File: config.mk
export PLATFORM = sky130hd
export DESIGN_NAME = trig_merge_unit
export DESIGN_NICKNAME = d
export VERILOG_FILES = /design/src/rtl/trig_merge_pkg.sv /design/src/rtl/trig_cfg_regs.sv /design/src/rtl/trig_combine.sv /design/src/rtl/trig_arm_gate.sv /design/src/rtl/xtrig_in_sync.sv /design/src/rtl/xtrig_out_hs.sv /design/src/rtl/trig_merge_unit.sv
export SDC_FILE = /design/constraint.sdc
export NUM_CORES = 1
export LEC_CHECK = 0
export BUFFER_PORTS_ARGS = -buffer_cell sky130_fd_sc_hd__buf_2
export CAP_MARGIN = 0
export CORE_ASPECT_RATIO = 1.1
export CORE_MARGIN = 1.5
export CORE_UTILIZATION = 24
export CTS_BUF_LIST = sky130_fd_sc_hd__clkbuf_4 sky130_fd_sc_hd__clkbuf_8 sky130_fd_sc_hd__clkbuf_16
export DETAILED_ROUTE_END_ITERATION = 12
export GPL_TIMING_DRIVEN = 0
export PLACE_DENSITY_LB_ADDON = 0.3
export SKIP_LAST_GASP = 1
export SLEW_MARGIN = 20
export SYNTH_ARGS = -nofsm -noshare
export SYNTH_HDL_FRONTEND = slang
export SYNTH_HIERARCHICAL = 1
export SYNTH_SLANG_ARGS = --single-unit
File: constraint.sdc
create_clock -name clk -period 1.79 [get_ports clk]
set_clock_uncertainty 0.05 [all_clocks]
set_input_delay 0.358 -clock clk [delete_from_list [all_inputs] [get_ports clk]]
set_output_delay 0.358 -clock clk [all_outputs]
set_load 0.005 [all_outputs]
File: src/rtl/trig_merge_pkg.sv
// Package: shared constants and types for the trigger combiner.
// Assumes the probe count is at least 2 so that the control bits fit in the write data.
package trig_merge_pkg;

    // Control register bit positions
    localparam int CTRL_AND_BIT = 0;
    localparam int CTRL_SRC_BIT = 1;

    // Configuration register select
    typedef enum logic {
        SEL_CTRL = 1'b0,
        SEL_MASK = 1'b1
    } cfg_sel_e;

    // Outgoing handshake states
    typedef enum logic [1:0] {
        HS_IDLE    = 2'd0,
        HS_HOLD    = 2'd1,
        HS_RELEASE = 2'd2
    } hs_state_e;

endpackage

File: src/rtl/trig_cfg_regs.sv
// Module: runtime configuration registers (merge mode, output source, probe mask).
// Assumes writes arrive while disarmed; writes seen while armed are dropped.
module trig_cfg_regs
    import trig_merge_pkg::*;
#(
    parameter int NPROBE = 8
) (
    input  logic              clk,
    input  logic              rst_n,
    input  logic              arm,
    input  logic              cfg_wr,
    input  logic              cfg_sel,
    input  logic [NPROBE-1:0] cfg_wdata,
    output logic              and_mode,
    output logic              src_ext,
    output logic [NPROBE-1:0] mask
);

    logic wr_ok;
    assign wr_ok = cfg_wr && !arm;

    // Control register: merge mode and output source
    always_ff @(posedge clk) begin
        if (!rst_n) begin
            and_mode <= 1'b0;
            src_ext  <= 1'b0;
        end else if (wr_ok && (cfg_sel == 1'(SEL_CTRL))) begin
            and_mode <= cfg_wdata[CTRL_AND_BIT];
            src_ext  <= cfg_wdata[CTRL_SRC_BIT];
        end
    end

    // Participation mask register
    always_ff @(posedge clk) begin
        if (!rst_n) begin
            mask <= '1;
        end else if (wr_ok && (cfg_sel == 1'(SEL_MASK))) begin
            mask <= cfg_wdata;
        end
    end

endmodule

File: src/rtl/trig_combine.sv
// Module: merges per-probe hits into one condition.
// Assumes hits are already registered by the comparators; this is pure logic.
module trig_combine #(
    parameter int NPROBE = 8
) (
    input  logic [NPROBE-1:0] hit,
    input  logic [NPROBE-1:0] mask,
    input  logic              and_mode,
    output logic              cond
);

    logic [NPROBE-1:0] and_terms;
    logic [NPROBE-1:0] or_terms;

    // Per-probe terms: data-only probes are neutral for each merge
    for (genvar i = 0; i < NPROBE; i++) begin : g_term
        assign and_terms[i] = hit[i] | ~mask[i];
        assign or_terms[i]  = hit[i] &  mask[i];
    end

    // Final reduction picked by the runtime mode
    always_comb begin
        cond = and_mode ? (&and_terms) : (|or_terms);
    end

endmodule

File: src/rtl/trig_arm_gate.sv
// Module: passes only the first condition after arming as a one-cycle event.
// Assumes arm is a level; dropping it re-enables a later event.
module trig_arm_gate (
    input  logic clk,
    input  logic rst_n,
    input  logic arm,
    input  logic cond,
    output logic event_o
);

    logic fired;

    // Track whether this arming has already produced its event
    always_ff @(posedge clk) begin
        if (!rst_n) begin
            fired   <= 1'b0;
            event_o <= 1'b0;
        end else if (!arm) begin
            fired   <= 1'b0;
            event_o <= 1'b0;
        end else if (cond && !fired) begin
            fired   <= 1'b1;
            event_o <= 1'b1;
        end else begin
            event_o <= 1'b0;
        end
    end

endmodule

File: src/rtl/xtrig_in_sync.sv
// Module: registers the incoming cross-trigger and pulses its acknowledge.
// Assumes the input is synchronous to clk; ENABLE = 0 ties the outputs low.
module xtrig_in_sync #(
    parameter bit ENABLE = 1'b1
) (
    input  logic clk,
    input  logic rst_n,
    input  logic xin,
    output logic rise,
    output logic ack
);

    if (ENABLE) begin : g_on
        logic xin_q;
        logic xin_d;

        // Capture the input and remember the previous capture
        always_ff @(posedge clk) begin
            if (!rst_n) begin
                xin_q <= 1'b0;
                xin_d <= 1'b0;
            end else begin
                xin_q <= xin;
                xin_d <= xin_q;
            end
        end

        assign rise = xin_q && !xin_d;

        // One-cycle acknowledge per registered rising edge
        always_ff @(posedge clk) begin
            if (!rst_n) ack <= 1'b0;
            else        ack <= rise;
        end
    end else begin : g_off
        logic unused_in;
        assign unused_in = xin ^ clk ^ rst_n;
        assign rise = 1'b0;
        assign ack  = 1'b0;
    end

endmodule

File: src/rtl/xtrig_out_hs.sv
// Module: four-phase handshake driver for the outgoing cross-trigger.
// Assumes requests arriving mid-handshake are dropped; ENABLE = 0 ties output low.
module xtrig_out_hs
    import trig_merge_pkg::*;
#(
    parameter bit ENABLE = 1'b1
) (
    input  logic clk,
    input  logic rst_n,
    input  logic req,
    input  logic ack,
    output logic xout
);

    if (ENABLE) begin : g_on
        hs_state_e state;

        // Handshake sequence: raise, hold to ack, wait for ack low
        always_ff @(posedge clk) begin
            if (!rst_n) begin
                state <= HS_IDLE;
            end else begin
                unique case (state)
                    HS_IDLE:    if (req)  state <= HS_HOLD;
                    HS_HOLD:    if (ack)  state <= HS_RELEASE;
                    HS_RELEASE: if (!ack) state <= HS_IDLE;
                    default:              state <= HS_IDLE;
                endcase
            end
        end

        assign xout = (state == HS_HOLD);
    end else begin : g_off
        logic unused_in;
        assign unused_in = req ^ ack ^ clk ^ rst_n;
        assign xout = 1'b0;
    end

endmodule

File: src/rtl/trig_merge_unit.sv
// Module: top of the trigger combiner with cross-trigger exchange.
// Assumes probe hits and cross-trigger signals are synchronous to clk.
module trig_merge_unit #(
    parameter int NPROBE  = 8,
    parameter bit XIN_EN  = 1'b1,
    parameter bit XOUT_EN = 1'b1
) (
    input  logic              clk,
    input  logic              rst_n,
    input  logic              arm,
    input  logic [NPROBE-1:0] probe_hit,
    input  logic              cfg_wr,
    input  logic              cfg_sel,
    input  logic [NPROBE-1:0] cfg_wdata,
    output logic              trig_event,
    input  logic              xtrig_in,
    output logic              xtrig_in_ack,
    output logic              xtrig_out,
    input  logic              xtrig_out_ack
);

    logic              cfg_and;
    logic              cfg_src_ext;
    logic [NPROBE-1:0] cfg_mask;
    logic              cond;
    logic              xin_rise;
    logic              out_req;

    trig_cfg_regs #(.NPROBE(NPROBE)) u_cfg (
        .clk       (clk),
        .rst_n     (rst_n),
        .arm       (arm),
        .cfg_wr    (cfg_wr),
        .cfg_sel   (cfg_sel),
        .cfg_wdata (cfg_wdata),
        .and_mode  (cfg_and),
        .src_ext   (cfg_src_ext),
        .mask      (cfg_mask)
    );

    trig_combine #(.NPROBE(NPROBE)) u_comb (
        .hit      (probe_hit),
        .mask     (cfg_mask),
        .and_mode (cfg_and),
        .cond     (cond)
    );

    trig_arm_gate u_gate (
        .clk     (clk),
        .rst_n   (rst_n),
        .arm     (arm),
        .cond    (cond),
        .event_o (trig_event)
    );

    xtrig_in_sync #(.ENABLE(XIN_EN)) u_xin (
        .clk   (clk),
        .rst_n (rst_n),
        .xin   (xtrig_in),
        .rise  (xin_rise),
        .ack   (xtrig_in_ack)
    );

    // Output request source select
    always_comb begin
        out_req = cfg_src_ext ? xin_rise : trig_event;
    end

    xtrig_out_hs #(.ENABLE(XOUT_EN)) u_xout (
        .clk   (clk),
        .rst_n (rst_n),
        .req   (out_req),
        .ack   (xtrig_out_ack),
        .xout  (xtrig_out)
    );

endmodule

==> flow_summary.ini <==
[timing]
tightest_slew_ns = 0.243
max-slew-margin-rel = 0.838
finalSetupViolations = 0
rsz0062_at_grt = false
drv_slew = 0
post-route-period-util = 0.836
fmax_mhz = 668
finalSetupTns_ns = 0
min_period_ns = 1.50
hold_violations = 0

[floorplanning]
row_count = 22
initial_core_util = 0.251
dieArea_um2 = 3840
dieHeight_um = 64.8
ios = 26
die_w_um = 59.2
core-area_um2 = 3330

[grt]
grt_usage = 0.0905
overflow = 0
grt_max_degree = 13
grt_first_pass_wirelength_um = 2750
antenna_found_initial = 0
first_global_vias = 690

[routing]
drtIter0Drc = 16
first_pass_iters = 4
num_vias = 693
avgRoutedWirePerCell_um = 9.76
wl_um = 1580
drc = 0
viasPerCell = 4.28
final_antenna_net_count = 0

[synth]
synthTopCellsByArea = dfxtp_1 41%, o211ai_2 12%, nand4b_1 8.4%
synth_fp_nets = 110
ys_types = 24
synth_top_area_share = 0.408
avgSynthCellArea_um2 = 9.59
synthCells = 87
synth_seq_area_share = 0.408
syn_area_um2 = 835
synth_area_leader_cell = dfxtp_1
synth_seq_cells = 17
yosysWarnings = 6

[power]
p_leak_nw = 0.550
peakVddDrop_v = 0.000219
powerDensity_nw_per_um2 = 685
finalPower_mw = 0.710

[critical_path]
ff2ff_setup_slack_ns = 0.29
worstPathMaxFanout = 3
critPathLaunchType = flop
r2r_start = u_cfg/mask[0]$_SDFFE_PN1P_
rr_worst_depth = 5
endpoint_kind = flop
slowest_delay_ns = 0.54
path_cells = inv_1 > o22ai_1 > or4_1 > a21oi_1 > and4b_1
crit_buf_inv = 1
path_class = reg2reg
cp_data_arrival_time_ns = 1.68
worst_r2r_endpoint = u_gate/event_o$_SDFF_PN0_
required_ns = 1.97
cp_top_family = simple AND/OR/NAND/NOR gates
slowest_stage = or4_1

[clock_tree]
worstSkewPairLatency_ns = 0.28
cts-hold-fix-buffers = 0
cts.reportedPaths.clkPinSlew_ns = 0.10
cts_setup_buffers = 0
clock_path_buffers = 2
clkSinkCount = 17
cts_resized = 0
ctsRootBufferMaster = clkbuf_4
cts_htree_levels = 1
numCtsBuffers = 3
cts_tree = yes

[placement]
dp_hpwl_um = 1320
place_congestion = 0.760
port_buffers = 23
place_area_um2 = 1010
dpl.cell_count = 158

[final_layout]
fin_nets = 138
drive_gt1_frac = 0.360
design_area_um2 = 1040
synthToLayoutAreaGrowth_pct = 24.3
finalNonFillerCells = 162
num_antenna_cells = 0
layout_common_cells = 26 x buf_2, 17 x dfxtp_1, 16 x inv_1
final_common_cell = buf_2

[worst_hold_path]
min_to = u_xin/g_on.xin_q$_SDFF_PN0_
hold_path.class = in2reg
hp-start = xtrig_in
holdPathStages = 2

[status]
outcome = completed

[run]
maxCapViolCount = 0
==> per-layer routing <==
metal	vias up	wire, µm	part of all wire	track usage
met5	-	0	0	0
met4	0	8	0.0051	0.0256
met3	2	82	0.052	0.0220
met2	16	854	0.54	0.174
met1	314	635	0.40	0.0926
li1	361	-	-	-
==> final cells by class <==
cell class | count | area (µm²)
Buffer | 4 | 22.5
Clock buffer | 3 | 22.5
Clock inverter | 1 | 5.00
Fill cell | 349 | 2290
Inverter | 16 | 60.1
Multi-Input combinational cell | 50 | 412
Sequential cell | 17 | 340
Tap cell | 48 | 60.1
Timing Repair Buffer | 23 | 115
==> worst register-to-register path, cell delays in order (launching register included) <==
cell and delay, ns:
dfxtp_1 0.34, inv_1 0.05, o22ai_1 0.06, or4_1 0.54, a21oi_1 0.20, and4b_1 0.20
==> worst max-delay path by stage <==
stage	from	to	slack [ns]	cells past startpoint
CTS	u_cfg/mask[0]$_SDFFE_PN1P_	u_gate/event_o$_SDFF_PN0_	0.28	5
finish	u_cfg/mask[0]$_SDFFE_PN1P_	u_gate/event_o$_SDFF_PN0_	0.29	5
detailed placement	probe_hit[0]	u_gate/event_o$_SDFF_PN0_	0.20	5
global route	u_cfg/mask[1]$_SDFFE_PN1P_	u_gate/event_o$_SDFF_PN0_	0.17	5
global placement	probe_hit[0]	u_gate/event_o$_SDFF_PN0_	0.18	5
floorplan	probe_hit[0]	u_gate/event_o$_SDFF_PN0_	0.42	4
==> cells in the mapped netlist <==
library cell,n
buf_4,1
nor2_1,1
and3_1,1
buf_2,3
a22oi_1,4
nor3b_2,1
nand4_1,1
nand4b_1,8
nand2b_1,3
o22ai_1,4
a21oi_1,2
o211ai_2,8
nor2b_1,2
mux2i_1,2
o211a_1,1
and4b_1,1
nand2_1,4
mux2_4,1
xor2_1,1
and2_1,2
or4_1,1
and3b_1,2
inv_1,16
dfxtp_1,17
==> sequential cells by signal (all words and copies together), names as in the netlist <==
register,count
u_xin/g_on.xin_d,1
u_cfg/src_ext,1
u_cfg/mask,8
u_xin/ack,1
u_gate/fired,1
u_xin/g_on.xin_q,1
u_gate/event_o,1
u_xout/g_on.state,2
u_cfg/and_mode,1
==> kinds of logic after synthesis <==
| group | share of synthesized area |
|---|---|
| AND/OR/NAND/NOR | 0.231 |
| buffers and inverters | 0.0990 |
| AO/OA/AOI/OAI | 0.210 |
| flip-flops | 0.408 |
| multiplexers | 0.0420 |
| XOR/XNOR | 0.0105 |
==> where the power goes <==
part	internal [mW]	total, mW	switching, mW
logic	0.0552	0.105	0.0495
registers	0.397	0.409	0.0118
clock network	0.0828	0.197	0.114
total	0.535	0.710	0.176
==> through the flow <==
stage          setup slack (ns)  hold WS, ns   util
2_1_floorplan             0.415        0.387      -
3_3_place_gp              0.185        0.401  0.303
3_5_place_dp              0.196        0.412  0.303
4_1_cts                   0.275        0.218  0.311
5_1_grt                   0.171        0.202  0.311
6_report                  0.293        0.222  0.311
Power figures use the tool's default switching activity.
